**src/rtl/chain_arb_pkg.sv**
```systemverilog
package chain_arb_pkg;
  typedef enum logic [1:0] {
    ST_IDLE = 2'd0,
    ST_PASS = 2'd1,
    ST_OWN  = 2'd2
  } arb_state_e;

  localparam int unsigned IX_BUSY  = 0;
  localparam int unsigned IX_REQ   = 1;
  localparam int unsigned IX_GNT   = 2;
  localparam int unsigned IX_STB   = 3;
  localparam int unsigned IX_ACK   = 4;
  localparam int unsigned IX_RST   = 5;
  localparam int unsigned N_SHARED = 6;
endpackage

```
**src/rtl/arb_sync.sv**
```systemverilog
module arb_sync #(
  parameter int unsigned WIDTH  = 1,
  parameter int unsigned STAGES = 2
) (
  input  logic             clk_i,
  input  logic             rst_ni,
  input  logic [WIDTH-1:0] d_i,
  output logic [WIDTH-1:0] q_o
);
  logic [WIDTH-1:0] stage_q [STAGES];

  always_ff @(posedge clk_i or negedge rst_ni) begin
    if (!rst_ni) begin
      for (int i = 0; i < STAGES; i++) stage_q[i] <= '0;
    end else begin
      stage_q[0] <= d_i;
      for (int i = 1; i < STAGES; i++) stage_q[i] <= stage_q[i-1];
    end
  end

  assign q_o = stage_q[STAGES-1];
endmodule

```
**src/rtl/arb_grant_fsm.sv**
```systemverilog
module arb_grant_fsm
  import chain_arb_pkg::*;
(
  input  logic clk_i,
  input  logic rst_ni,
  input  logic s_busy_i,
  input  logic s_req_i,
  input  logic s_grant_i,
  input  logic s_strobe_i,
  input  logic s_ack_i,
  input  logic s_rst_i,
  input  logic local_req_i,
  input  logic local_done_i,
  output logic req_drive_o,
  output logic busy_drive_o,
  output logic grant_o,
  output logic master_o
);
  arb_state_e state_q, state_d;
  logic       gnt_prev_q;
  logic       req_q;
  logic       gnt_edge;
  logic       xfer_active;

  assign gnt_edge    = s_grant_i & ~gnt_prev_q & s_req_i;
  assign xfer_active = s_strobe_i | s_ack_i;

  always_comb begin
    state_d = state_q;
    unique case (state_q)
      ST_IDLE: if (gnt_edge) state_d = local_req_i ? ST_OWN : ST_PASS;
      ST_PASS: if (!s_grant_i) state_d = ST_IDLE;
      ST_OWN:  if (local_done_i && !xfer_active) state_d = ST_IDLE;
      default: state_d = ST_IDLE;
    endcase
    if (s_rst_i) state_d = ST_IDLE;
  end

  always_ff @(posedge clk_i or negedge rst_ni) begin
    if (!rst_ni) begin
      state_q    <= ST_IDLE;
      gnt_prev_q <= 1'b0;
      req_q      <= 1'b0;
    end else begin
      state_q    <= state_d;
      gnt_prev_q <= s_grant_i;
      req_q      <= ~s_rst_i & local_req_i & ~s_busy_i & (state_q == ST_IDLE);
    end
  end

  assign req_drive_o  = req_q;
  assign busy_drive_o = (state_q == ST_OWN);
  assign master_o     = (state_q == ST_OWN);
  assign grant_o      = (state_q == ST_PASS);

  p_req_blocked_r2: assert property (@(posedge clk_i) disable iff (!rst_ni)
    s_busy_i |=> !req_drive_o);

  p_take_needs_req_r3: assert property (@(posedge clk_i) disable iff (!rst_ni)
    $rose(master_o) |-> $past(local_req_i) && $past(s_grant_i));

  p_grant_busy_excl_r4: assert property (@(posedge clk_i) disable iff (!rst_ni)
    !(grant_o && busy_drive_o));

  p_release_guard_r6: assert property (@(posedge clk_i) disable iff (!rst_ni)
    $fell(busy_drive_o) |-> $past(s_rst_i) ||
      ($past(local_done_i) && !$past(s_strobe_i) && !$past(s_ack_i)));

  p_bus_reset_r8: assert property (@(posedge clk_i) disable iff (!rst_ni)
    s_rst_i |=> !busy_drive_o && !grant_o && !req_drive_o);
endmodule

```
**src/rtl/chain_arb_cell.sv**
```systemverilog
module chain_arb_cell
  import chain_arb_pkg::*;
#(
  parameter bit          MASTER_CAPABLE = 1'b1,
  parameter int unsigned SYNC_STAGES    = 2
) (
  input  logic clk_i,
  input  logic rst_ni,
  input  logic bus_reset_i,
  input  logic local_req_i,
  input  logic local_done_i,
  input  logic busy_i,
  input  logic req_line_i,
  input  logic grant_i,
  input  logic strobe_i,
  input  logic ack_i,
  output logic req_drive_o,
  output logic busy_drive_o,
  output logic grant_o,
  output logic master_o
);
  generate
    if (MASTER_CAPABLE) begin : g_master
      logic [N_SHARED-1:0] raw_in;
      logic [N_SHARED-1:0] sync_in;

      always_comb begin
        raw_in          = '0;
        raw_in[IX_BUSY] = busy_i;
        raw_in[IX_REQ]  = req_line_i;
        raw_in[IX_GNT]  = grant_i;
        raw_in[IX_STB]  = strobe_i;
        raw_in[IX_ACK]  = ack_i;
        raw_in[IX_RST]  = bus_reset_i;
      end

      arb_sync #(.WIDTH(N_SHARED), .STAGES(SYNC_STAGES)) u_sync (
        .clk_i  (clk_i),
        .rst_ni (rst_ni),
        .d_i    (raw_in),
        .q_o    (sync_in)
      );

      arb_grant_fsm u_fsm (
        .clk_i        (clk_i),
        .rst_ni       (rst_ni),
        .s_busy_i     (sync_in[IX_BUSY]),
        .s_req_i      (sync_in[IX_REQ]),
        .s_grant_i    (sync_in[IX_GNT]),
        .s_strobe_i   (sync_in[IX_STB]),
        .s_ack_i      (sync_in[IX_ACK]),
        .s_rst_i      (sync_in[IX_RST]),
        .local_req_i  (local_req_i),
        .local_done_i (local_done_i),
        .req_drive_o  (req_drive_o),
        .busy_drive_o (busy_drive_o),
        .grant_o      (grant_o),
        .master_o     (master_o)
      );
    end else begin : g_feed
      // slot that never masters: grant passes straight through
      assign grant_o      = grant_i;
      assign req_drive_o  = 1'b0;
      assign busy_drive_o = 1'b0;
      assign master_o     = 1'b0;
    end
  endgenerate
endmodule

```
**config.mk**
```make
export PLATFORM = sky130hd
export DESIGN_NAME = chain_arb_cell
export DESIGN_NICKNAME = d
export VERILOG_FILES = /design/src/rtl/chain_arb_pkg.sv /design/src/rtl/arb_sync.sv /design/src/rtl/arb_grant_fsm.sv /design/src/rtl/chain_arb_cell.sv
export SDC_FILE = /design/constraint.sdc
export NUM_CORES = 1
export LEC_CHECK = 0
export BUFFER_PORTS_ARGS = -buffer_cell sky130_fd_sc_hd__buf_4
export CAP_MARGIN = 10
export CELL_PAD_IN_SITES_DETAIL_PLACEMENT = 1
export CELL_PAD_IN_SITES_GLOBAL_PLACEMENT = 1
export CORE_MARGIN = 2
export CORE_UTILIZATION = 37
export CTS_CLUSTER_SIZE = 30
export DETAILED_ROUTE_END_ITERATION = 8
export PLACE_DENSITY = 0.72
export SETUP_SLACK_MARGIN = 0.05
export SLEW_MARGIN = 15
export SYNTH_ARGS = -nofsm -noshare
export SYNTH_HDL_FRONTEND = slang
export SYNTH_SLANG_ARGS = --single-unit
```
**constraint.sdc**
```tcl
create_clock -name clk_i -period 1.3 [get_ports clk_i]
set_input_delay 0.26 -clock clk_i [delete_from_list [all_inputs] [get_ports clk_i]]
set_output_delay 0.26 -clock clk_i [all_outputs]
set_load 0.1 [all_outputs]
```
* Yosys cells after proc, flatten, opt, wreduce, memory -nomap -nowiden
Index checks and enable logic that the tools add are counted.
W data, S select, Z words.
** Word-level totals
- Register bits after elaboration :: 16
- Input bits :: 10
- Output and inout bits :: 4
- Word-level logic and storage cells :: 29
** Cells by class
- Equal/unequal tests :: 5
- Muxes and demuxes :: 6
- Bitwise gates (word level) :: 9
- Reduce and logical (&&, ||, !) cells :: 4
** Operator list (count)
- $mux W2 :: 5
- $ne A3 B2 Y1 const B :: 2
- $pmux W2 S3 :: 1
- $and A1 B1 Y1 :: 5
- $ne A3 B1 Y1 const B :: 1
- $not A1 Y1 :: 3
- $reduce_and A3 Y1 :: 1
- $eq A2 B1 Y1 const B :: 1
- $eq A2 B2 Y1 const B :: 1
- $logic_not A2 Y1 :: 1
- $logic_and A1 B1 Y1 :: 1
- $logic_not A1 Y1 :: 1
- $or A1 B1 Y1 :: 1

* Depth between registers and ports, before layout
Gate-level depths: netlist (run 1).
- Depth in word-level cells :: 6
- Depth in mapped cells :: 3

* Hierarchy
From an unflattened synthesis (run 1), not the netlist that was laid out.
** Unflattened totals
- Cells, all modules :: 34
- Area, all modules :: 531.8 µm²
** By module, submodules not included
- arb_sync :: instances 1, cells each 18, area an instance 345.3 µm², seq. area each 300.3 µm²
- arb_grant_fsm :: instances 1, cells each 16, area an instance 186.4 µm², seq. area each 100.1 µm²

* Least setup slack after synthesis (run 1)
Ideal clock, no wire load.
- Path kind :: reg-to-output
- From :: register g_master.u_fsm.state_q[1]
- To :: output master_o
- Arrival time :: 2.213 ns
- Data required time :: 1.040 ns
- Setup slack :: -1.173 ns
- Stages on the path, launching flop included :: 4
- Buffers on the path :: 1
- Path through :: dfrtp_1 > inv_1 > nor2_1 > buf_4
** Between the ends
- Cells in the longest elaborated chain, start to end :: 1
** RTL lines
- from (decl) :: line arb_grant_fsm.sv:19 : arb_state_e state_q, state_d;
- from (signal assigned) :: line arb_grant_fsm.sv:45 : state_q <= state_d;
- $eq A2 B2 Y1
- to (decl) :: line chain_arb_cell.sv:20 : output logic master_o
No other way between the ends.

* Final worst setup path (run 1)
- From :: register g_master.u_fsm.state_q[1]
- To :: output busy_drive_o
** Between the ends
- Cells in the longest elaborated chain, start to end :: 1
** RTL lines
- $eq A2 B2 Y1 :: line arb_grant_fsm.sv:52 : assign busy_drive_o = (state_q == ST_OWN);
- to (decl) :: line chain_arb_cell.sv:18 : output logic busy_drive_o,
No other way between the ends.

==> results of run 1 <==
==> critical path: stages (launching register included) <==
cell and delay [ns]:
sky130_fd_sc_hd__dfrtp_2 0.41, sky130_fd_sc_hd__inv_2 0.06, sky130_fd_sc_hd__nor2_4 0.14, sky130_fd_sc_hd__buf_12 0.19
==> cell usage in the layout (no fill, tap or decap), types with 2 or more instances in the layout <==
cell type / synthesis / final
sky130_fd_sc_hd__dfrtp_2: 0 / 2
sky130_fd_sc_hd__buf_4: 1 / 14
sky130_fd_sc_hd__clkbuf_4: 0 / 3
sky130_fd_sc_hd__dfrtp_1: 16 / 14
sky130_fd_sc_hd__buf_12: 0 / 3
==> registers in the layout, summed over array words and instances (netlist names) <==
name / flops
g_master.u_sync.q_o: 6
g_master.u_sync.stage_q: 6
g_master.u_fsm.gnt_prev_q: 1
g_master.u_fsm.state_q: 2
g_master.u_fsm.req_drive_o: 1
==> cell type report <==
| type | count | area, um2 | share of cell area (%) |
|---|---|---|---|
| Sequential cell | 16 | 403 | 56.3 |
| Clock buffer | 3 | 22.5 | 3.15 |
| Inverter | 1 | 3.75 | 0.524 |
| Tap cell | 15 | 18.8 | 2.62 |
| Timing Repair Buffer | 18 | 175 | 24.5 |
| Multi-Input combinational cell | 10 | 92.6 | 12.9 |
==> repair_timing <==
action	CTS	global route
setup endpoints to repair	3	3
endpoints found under the hold margin	16	0
gates resized for setup	11	0
pin swaps	1	0
hold buffers	1	0
buffers inserted	3	1
==> per-layer routing <==
layer,part of all wire (%),routed length (um)
met1,32,259
met2,60,494
met3,6.0,49
met4,1.7,14
met5,0,0
==> report_power, final <==
group          total [mW]  switching, mW  internal (mW)
logic              0.0984         0.0546         0.0438
registers           0.532         0.0109          0.521
clock network       0.240          0.133          0.107
total               0.871          0.199          0.672
==> logic make-up (layout without fill, tap and decap cells) <==
| kind of cell | count (synthesis) | count (layout) | synth area share, % |
|---|---|---|---|
| and+or+nand+nor | 8 | 8 | 10.7 |
| buffers and inverters | 2 | 22 | 2.30 |
| AOI/OAI and AO/OA | 2 | 2 | 5.11 |
| DFF | 16 | 16 | 81.8 |
==> path summary, 6_finish.rpt <==
check	from	endpoint	slack [ns]	depth (start not counted)
min in group asynchronous	rst_ni	g_master.u_sync.stage_q[11]	0.36	2
hold / removal	grant_i	g_master.u_sync.stage_q[8]	0.09	1
setup reg to reg	g_master.u_fsm.state_q[1]	g_master.u_fsm.state_q[1]	0.14	3
setup / recovery	g_master.u_fsm.state_q[1]	busy_drive_o	-0.04	3
max in group asynchronous	rst_ni	g_master.u_fsm.state_q[0]	0.75	2
hold reg to reg	g_master.u_sync.stage_q[10]	g_master.u_sync.q_o[4]	0.35	0
==> results.md, run 1 <==
* Worst Setup Slack, final at -0.0433 ns
* Total power at ~0.87 mW
* Routability congestion estimate from global placement at between 0.6 and 0.7
* Initial DRT Pass Iterations at 1
* Post-layout min period at about 1.3 ns
* Area overhead of the layout relative to synthesis at 46.3%
* Root Driver: sky130_fd_sc_hd__clkbuf_4
* Cell variety after synth at 12
* Routed wire length per instance at about 13 um
* Number of failing hold endpoints at the final stage at 0
* Run status: finished, violations left
* Share of synthesized flip-flops with an asynchronous set or reset at 100%
* Post-Synthesis Mean Instance Area at around 17 um2
* TritonCTS clock tree: done
* Fraction of the yosys area taken by sequential cells at 81.8%
* Hold WC Path Type: input port to flop
* Bufs on Longest Clock Path at 2
* Most used flip-flop cell after synthesis: sky130_fd_sc_hd__dfrtp_1
* Share of post-route cells with drive strength above 1 at between 50 and 60%
* Slew margin rel. at around four fifths
* Kind of critical path: flop to output port
* Number of antenna violations at the first check in global routing at 0
* Initial Util at between 30 and 40%
* Core area at between 1000 and 1500 um2
* Total placed cells including tap cells at 55
* Post-detailed-route via-to-cell ratio at between 4 and 5
* Total routed wirelength at roughly 820 um
* Tightest hold margin at 0.0862 ns
* Number of global-route vias before repair at ~340
* Kind of end point of the critical path: output port
* Wire length of the first global-routing pass at roughly 1300 um
* Total of fill cells in the finished design at between 100 and 150
* RSZ-0062 raised after global routing: true
* Portion of synthesized cell area occupied by the leading cell type at between 80% and 90%
* Mapped Area at approximately 490 um2
* Routed via count at approximately 300
* Max-slew violation count at 0
* Number of standard cells in the layout, taps in and fillers out at 63
* Met1 GRT Util at 11.0%
* Clock slew seen by the registers of the worst setup and hold paths at roughly 0.080 ns
* Crit Path Max Fanout at 3
* Leakage Power at between 0.3 and 0.4 nW
* Measured slew at the worst slew-check pin at about 0.32 ns
* GR Util met3 at about 5%
* Post-placement cell area at between 600 and 700 um2
* Gate Count Post-Synth at 28
* Top cell types by occurrence after synthesis: sky130_fd_sc_hd__dfrtp_1, sky130_fd_sc_hd__nor2_1
* Number of enable-type register cells in the synthesized netlist at 0
* PortBufs at 13
* Skew-Pair Late Insertion Delay at approximately 0.27 ns
* # Max-Cap Violations at 0
* Overflow after GRT at 0
* Violations in the final reports: setup timing
* # nets final at 60
* Total die area at approximately 1600 um2
* Place WS at 0.0956 ns
* Design area at 716 um2
* Worst endpoint data arrival time at 1.08 ns
* DRC marker count from the first detailed-route iteration at 0
* Core Rows at 13
* Number of diodes at 0
* Most area-consuming cells after synthesis: sky130_fd_sc_hd__dfrtp_1, sky130_fd_sc_hd__a2111oi_2, sky130_fd_sc_hd__nor4bb_1
* Sinks on Clock Net at 16
* Data required time at the worst endpoint at 1.04 ns
* H-Tree Level Count at 1
* Met2 track demand over resource at 26.6%
* Final setup fails at 2
* Height of the chip at 40.4 um
* Total negative slack at -0.0850 ns
* Synth warn at 0
* Cell with the most instances after synthesis: sky130_fd_sc_hd__dfrtp_1
* I/O pins at 14
* Synthesized Nets at 38
* Synth Register Bits at 16
* Total CTS buffers at 3
* Final Skew at about 0.0019 ns
* PD cells at between 1000 and 1500 nW/um2
* Most used routing layer in global routing: met2
* Die outline width at about 40 um
* Worst Setup Start Kind: flop
* Worst voltage drop across the vdd grid at between 0.6 and 0.7 mV
* Post-detailed-route count of antenna-violating nets at 0
* Final worst path period share at 103%
* Tot GR Track Use at 13.9%
* Largest net degree at the start of global routing at 17
* Highest clock frequency the design can meet at ~740 MHz
* Final routed DRC violation total at 0
* Final cell utilization of the core at a little under three fifths
* Cell type with the largest total area after synthesis: sky130_fd_sc_hd__dfrtp_1
No activity file was read; power rests on OpenSTA's default activity.
==> run 2: changes to the inputs <==
Settings changed: ABC_AREA set to 1, CORE_UTILIZATION 37 to 36.
==> run 2 against run 1 <==
Against the previous run:
- register-to-register slack worse by 0.08 ns
- critical path type unchanged
- global-route usage decreased by 1.8 points
- the flow still finishes with violations (setup timing)
- area after synthesis rose by 4.6%
- non-clock buffer count increased by 1
- critical endpoint is now grant_o
- largest power group unchanged
- combinational power rose to 3.4 times the previous value
==> results.md, run 2 <==
* Worst endpoint data arrival time at 1.10 ns (+0.02 ns)
* Final routed DRC violation total at 0 (unchanged)
* Most area-consuming cells after synthesis: sky130_fd_sc_hd__dfrtp_1, sky130_fd_sc_hd__nand2_1, sky130_fd_sc_hd__nand3_1
* Final setup fails at 3 (+1)
* Routed wire length per instance at 11.6 um (-11%)
* Hpwl dp at ~650 um
* Total routed wirelength at 904 um (+11%)
* H-Tree Level Count at 1 (unchanged)
* Crit Path Max Fanout at 2 (-1)
* Synthesized Nets at 51 (+34%)
* Post-placement cell area at 636 um2 (+3.7%)
* Data required time at the worst endpoint at 1.04 ns (about the same)
* Footprint of the multi-input gates at 104 um2 (+12%)
* Initial DRT Pass Iterations at 3 (+2)
* Bufs on Longest Clock Path at 2 (unchanged)
* Sequential cell area at 400 um2 (-0.62%)
* Synth Register Bits at 16 (unchanged)
* Core Rows at 13 (unchanged)
* Fraction of the yosys area taken by sequential cells at 78.2% (-3.6 points)
* Number of failing hold endpoints at the final stage at 0 (unchanged)
* Kind of end point of the critical path: output port
* Die outline width at 41.7 um (+3.3%)
* I/O pins at 14 (unchanged)
* Final Skew at 0.00587 ns (+0.00399 ns)
* Number of diodes at 0 (unchanged)
* Largest net degree at the start of global routing at 17 (unchanged)
* Capture point of the worst path: grant_o
* Measured slew at the worst slew-check pin at 0.278 ns (-0.0398 ns)
* # nets final at 74 (+23%)
* Synth warn at 0 (unchanged)
* Portion of synthesized cell area occupied by the leading cell type at 78.2% (-3.6 points)
* Top cell types by occurrence after synthesis: sky130_fd_sc_hd__dfrtp_1, sky130_fd_sc_hd__nand2_1, sky130_fd_sc_hd__nand3_1, sky130_fd_sc_hd__nor2_1, sky130_fd_sc_hd__inv_1
* Height of the chip at 41.7 um (+3.3%)
* Sinks on Clock Net at 16 (unchanged)
* Worst Setup Start Kind: flop
* Cell variety after synth at 10 (-2)
* Overflow after GRT at 0 (unchanged)
* Total CTS buffers at 3 (unchanged)
* Share of synthesized flip-flops with an asynchronous set or reset at 100% (unchanged)
* Run status: finished, violations left
* Internal reg-to-reg setup slack at 0.06 ns (-0.08 ns)
* Hold WC Path Type: input port to flop
* Skew-Pair Late Insertion Delay at 0.27 ns (about the same)
* Startpoint of the worst setup timing path: g_master.u_fsm.state_q[1]
* # Max-Cap Violations at 0 (unchanged)
* Design area at 761 um2 (+6.3%)
* Tot GR Track Use at 12.1% (-1.8 points)
* Top library cells by usage in the layout, fill and taps aside: sky130_fd_sc_hd__dfrtp_1, sky130_fd_sc_hd__buf_4, sky130_fd_sc_hd__nand2_1
* Post-Synthesis Mean Instance Area at 12.5 um2 (-29%)
* Gate Count Post-Synth at 41 (+46%)
* Core area at 1320 um2 (+3.8%)
* Area overhead of the layout relative to synthesis at 48.7%
* Critical R2R Launch: g_master.u_fsm.state_q[1]
* Wire length of the first global-routing pass at 1560 um (+18%)
* Final worst path period share at 105% (+1.6 points)
* Root Driver: sky130_fd_sc_hd__clkbuf_4
* Share of post-route cells with drive strength above 1 at 42.9% (-11 points)
* Cell with the most instances after synthesis: sky130_fd_sc_hd__dfrtp_1
* Post-detailed-route count of antenna-violating nets at 0 (unchanged)
* Kind of critical path: flop to output port
* PortBufs at 13 (unchanged)
* Total of fill cells in the finished design at 136 (+9.7%)
* Number of enable-type register cells in the synthesized netlist at 0 (unchanged)
* Total die area at 1740 um2 (+6.8%)
* Most used flip-flop cell after synthesis: sky130_fd_sc_hd__dfrtp_1
* RSZ-0062 raised after global routing: true
* Highest clock frequency the design can meet at 733 MHz (-1.5%)
* PD cells at 1560 nW/um2 (+29%)
* Routability congestion estimate from global placement at 0.776 (+16%)
* Violations in the final reports: setup timing
* Crit Reg-Reg Endpoint: g_master.u_fsm.state_q[1]
* Number of antenna violations at the first check in global routing at 0 (unchanged)
* Number of global-route vias before repair at 363 (+6.5%)
* Slew margin rel. at 81.6% (+3.1 points)
* Post-detailed-route via-to-cell ratio at 4.62 (-3.4%)
* Leakage Power at 0.376 nW (+12%)
* Cell type with the largest total area after synthesis: sky130_fd_sc_hd__dfrtp_1
* Max-slew violation count at 0 (unchanged)
* DRC marker count from the first detailed-route iteration at 6 (+6)
* Routed via count at 360 (+20%)
* TritonCTS clock tree: done
* Initial Util at 38.8% (+0.28 points)
* Total power at 1.19 mW (+37%)
* Most common cell after layout, fill and taps aside: sky130_fd_sc_hd__dfrtp_1
* Post-layout min period at 1.36 ns (+0.0211 ns)
* Worst reg-to-reg path cell count at 9 (+6)
* Worst Setup Slack, final at -0.0643 ns (-0.0211 ns)
* Clock slew seen by the registers of the worst setup and hold paths at 0.09 ns (about the same)
* Mapped Area at 512 um2 (+4.6%)
* Worst voltage drop across the vdd grid at 0.896 mV (+36%)
==> run 2: cell types whose count changed after synthesis, sizes merged, moves of 3 or more <==
cell   previous run  this run
nand2             0         7
nand3             0         5
inv               1         4
nor2              2         5
==> run 2: worst min path at each step <==
stage	start	endpoint	slack, ns	cells after the start
after global placement	rst_ni	g_master.u_sync.stage_q[8]	0.12	1
after floorplan	rst_ni	g_master.u_fsm.gnt_prev_q	-0.04	0
final	busy_i	g_master.u_sync.stage_q[6]	0.08	1
after CTS	busy_i	g_master.u_sync.stage_q[6]	0.08	1
after detailed placement	rst_ni	g_master.u_sync.stage_q[8]	0.12	1
after global routing	busy_i	g_master.u_sync.stage_q[6]	0.07	1
==> run 2: final cells by class <==
cell class	instances	share of cell area, %
sequential	16	52.6
tap	15	2.47
clock buffer	4	4.77
multi-input combinational	20	13.7
timing repair buffer	19	24.5
inverter	4	1.97
==> run 2: critical path, stage by stage (launching register included) <==
cell and delay (ns):
sky130_fd_sc_hd__dfrtp_1 0.40, sky130_fd_sc_hd__buf_6 0.12, sky130_fd_sc_hd__nor2_4 0.13, sky130_fd_sc_hd__buf_12 0.18
==> run 2: logic make-up after synthesis <==
kind of cell           count (synthesis)  share of synthesized area (%)
buffers and inverters                  5                           4.40
DFF                                   16                           78.2
and+or+nand+nor                       20                           17.4
==> run 2: repair_timing <==
action                                  CTS  global route
hold buffers                              1             0
hold endpoints to repair                 16             0
setup buffers                             3             2
endpoints found under the setup margin    3             5
resized for setup                        10             1
pin swaps                                 2             2
==> run 2: through the flow <==
stage | setup slack (ns) | hold WS [ns] | instances | utilization [%] | setup TNS, ns
floorplan | -0.217 | -0.0356 | 41 | - | -0.511
detailed placement | 0.137 | 0.122 | 68 | 48.2 | 0
global route | -0.112 | 0.0655 | 78 | 57.7 | -0.435
CTS | -0.0815 | 0.0767 | 76 | 56.3 | -0.233
finish | -0.0643 | 0.0847 | 78 | 57.7 | -0.152
global placement | 0.164 | 0.122 | 68 | 48.2 | 0
==> run 2: per-layer routing <==
metal	track usage, %	wire length [um]	up-vias	part of all wire [%]
met2	20.0	512	13	57
met3	2.61	44	0	4.9
li1	-	-	171	-
met1	15.0	347	176	38
met5	0	0	-	0
met4	5.81	0	0	0
==> run 2: power breakdown <==
group | internal, mW | switching, mW | total (mW)
Sequential | 0.529 | 0.0171 | 0.546
Clock | 0.170 | 0.136 | 0.306
Combinational | 0.133 | 0.204 | 0.337
==> run 3: changes to the inputs <==
Settings changed: CORE_UTILIZATION 36 to 39, PLACE_DENSITY 0.72 to 0.77.
Clock period 1.3 ns to 1.7 ns, I/O delays scaled along.
==> run 3 against run 2 <==
Against the previous run:
- setup slack gained 0.22 ns
- utilization shrank 5.1 points
- combinational power shrank 44%
- clock power shrank 41%
- clock-buffer cell count shrank 1
- via count shrank 7.5%
- sequential power shrank 24%
- global-route usage grew 0.22 points
- the run now ends clean
==> results.md, run 3 (synthesis gave the netlist of run 2 again) <==
* Routed via count at 333 (-7.5%)
* Max-slew violation count at 0 (unchanged)
* Share of post-route cells with drive strength above 1 at 33.3% (-9.5 points)
* Routability congestion estimate from global placement at 0.601 (-23%)
* Number of failing hold endpoints at the final stage at 0 (unchanged)
* Final cell utilization of the core at 52.7% (-5.1 points)
* Hold WC Path Type: input port to flop
* Number of antenna violations at the first check in global routing at 0 (unchanged)
* Sequential cell area at 400 um2 (unchanged)
* Worst Setup Slack, final at 0.158 ns (+0.222 ns)
* Tot GR Track Use at 12.3% (+0.22 points)
* Post-detailed-route via-to-cell ratio at 4.63 (+0.21%)
* Number of standard cells in the layout, taps in and fillers out at 72 (-7.7%)
* Largest net degree at the start of global routing at 17 (unchanged)
* Wire length of the first global-routing pass at 1210 um (-23%)
* Root Driver: sky130_fd_sc_hd__clkbuf_4
* Worst endpoint data arrival time at 1.20 ns (+0.10 ns)
* Clock slew seen by the registers of the worst setup and hold paths at 0.08 ns (about the same)
* Place WS at 0.456 ns (+0.319 ns)
* Slew margin rel. at 81.6% (about the same)
* Post-detailed-route count of antenna-violating nets at 0 (unchanged)
* Total routed wirelength at 738 um (-18%)
* Post-placement cell area at 636 um2 (unchanged)
* Highest clock frequency the design can meet at roughly 650 MHz
* Core Rows at 13 (unchanged)
* # nets final at 69 (-6.8%)
* I/O pins at 14 (unchanged)
* Most common cell after layout, fill and taps aside: sky130_fd_sc_hd__dfrtp_1
* Routed wire length per instance at 10.3 um (-12%)
* Height of the chip at 40.2 um (-3.5%)
* Skew-Pair Late Insertion Delay at 0.27 ns (about the same)
* Kind of critical path: flop to output port
* Total negative slack at 0 ns (+0.152 ns)
* Crit Path Max Fanout at 3 (+1)
* Hpwl dp at 575 um (-12%)
* Overflow after GRT at 0 (unchanged)
* Post-layout min period at roughly 1.5 ns
* Total die area at 1620 um2 (-6.9%)
* Critical path's slowest cell: sky130_fd_sc_hd__dfrtp_1
* DRC marker count from the first detailed-route iteration at 4 (-2)
* Final worst path period share at 90.7%
* Kind of end point of the critical path: output port
* PD cells at 1170 nW/um2 (-25%)
* Bufs on Longest Clock Path at 2 (unchanged)
* Initial Util at 40.3% (+1.5 points)
* Footprint of the multi-input gates at 104 um2 (unchanged)
* Total of fill cells in the finished design at 146 (+7.4%)
* Final routed DRC violation total at 0 (unchanged)
* # Post-CTS Setup Buffers at 0 (-3)
* Total placed cells including tap cells at 68 (unchanged)
* Measured slew at the worst slew-check pin at 0.278 ns (-0.000213 ns)
* Leakage Power at 0.334 nW (-11%)
* Data required time at the worst endpoint at 1.36 ns (+0.32 ns)
* Area overhead of the layout relative to synthesis at 30.6%
* Worst Setup Start Kind: flop
* PortBufs at 13 (unchanged)
* Sinks on Clock Net at 16 (unchanged)
* Core area at 1270 um2 (-3.7%)
* Design area at 668 um2 (-12%)
* # Max-Cap Violations at 0 (unchanged)
* Total CTS buffers at 3 (unchanged)
* TritonCTS clock tree: done
* Initial DRT Pass Iterations at 4 (+1)
* Die outline width at 40.2 um (-3.5%)
* H-Tree Level Count at 1 (unchanged)
* Number of diodes at 0 (unchanged)
* CP cell instances: inv_1 -> nor2_4 -> buf_4
* Number of global-route vias before repair at 288 (-21%)
* Top library cells by usage in the layout, fill and taps aside: sky130_fd_sc_hd__dfrtp_1, sky130_fd_sc_hd__buf_4, sky130_fd_sc_hd__nand2_1
* Run status: finished, final reports clean
* RSZ-0062 raised after global routing: false
* Largest stage delay, worst path at 0.41 ns (about the same)
* Worst voltage drop across the vdd grid at 0.658 mV (-26%)
* Final Skew at 0.00535 ns (-0.000523 ns)
* Final setup fails at 0 (-3)
-- run 3: power breakdown --
part | switching (mW) | internal [mW] | total [mW]
Combinational | 0.140 | 0.0474 | 0.188
Clock | 0.0977 | 0.0819 | 0.180
Sequential | 0.0128 | 0.404 | 0.417
Total | 0.251 | 0.533 | 0.784
-- run 3: final timing paths --
check	to	slack (ns)	start	cells after the start
min	g_master.u_sync.stage_q[7]	0.17	req_line_i	1
min reg2reg	g_master.u_sync.q_o[3]	0.35	g_master.u_sync.stage_q[9]	0
max reg2reg	g_master.u_fsm.state_q[1]	0.63	g_master.u_fsm.state_q[0]	5
min in group asynchronous	g_master.u_sync.stage_q[6]	0.45	rst_ni	2
max in group asynchronous	g_master.u_sync.q_o[3]	1.07	rst_ni	2
max	grant_o	0.16	g_master.u_fsm.state_q[0]	3
-- run 3: through the flow --
stage               hold WS (ns)  total power [mW]
global route               0.156             0.824
floorplan                 0.0444             0.565
CTS                        0.157             0.799
global placement           0.202             0.609
finish                     0.167             0.784
detailed placement         0.203             0.613
-- run 3: timing repair --
item	CTS	global route
hold endpoints to repair	16	0
setup endpoints to repair	0	0
gates resized for setup	0	0
hold buffers	1	0
-- run 3: routing by layer --
metal | track usage, % | wire length [um] | up-vias | part of all wire [%]
li1 | - | - | 160 | -
met1 | 16.9 | 312 | 157 | 42
met2 | 16.1 | 351 | 12 | 48
met3 | 1.67 | 43 | 4 | 5.8
met4 | 12.5 | 31 | 0 | 4.2
met5 | 0 | 0 | - | 0
-- run 3: critical path, delay by kind of cell, from the launching register on --
kind	cells	cell delay [ns]
buffers and inverters	2	0.41
DFF	1	0.41
and+or+nand+nor	1	0.11
-- run 3: final cells by class --
class	instances	area share [%]
Inverter	4	2.25
Timing Repair Buffer	14	16.1
Tap cell	15	2.81
Sequential cell	16	59.9
Clock buffer	3	3.37
Multi-Input combinational cell	20	15.5
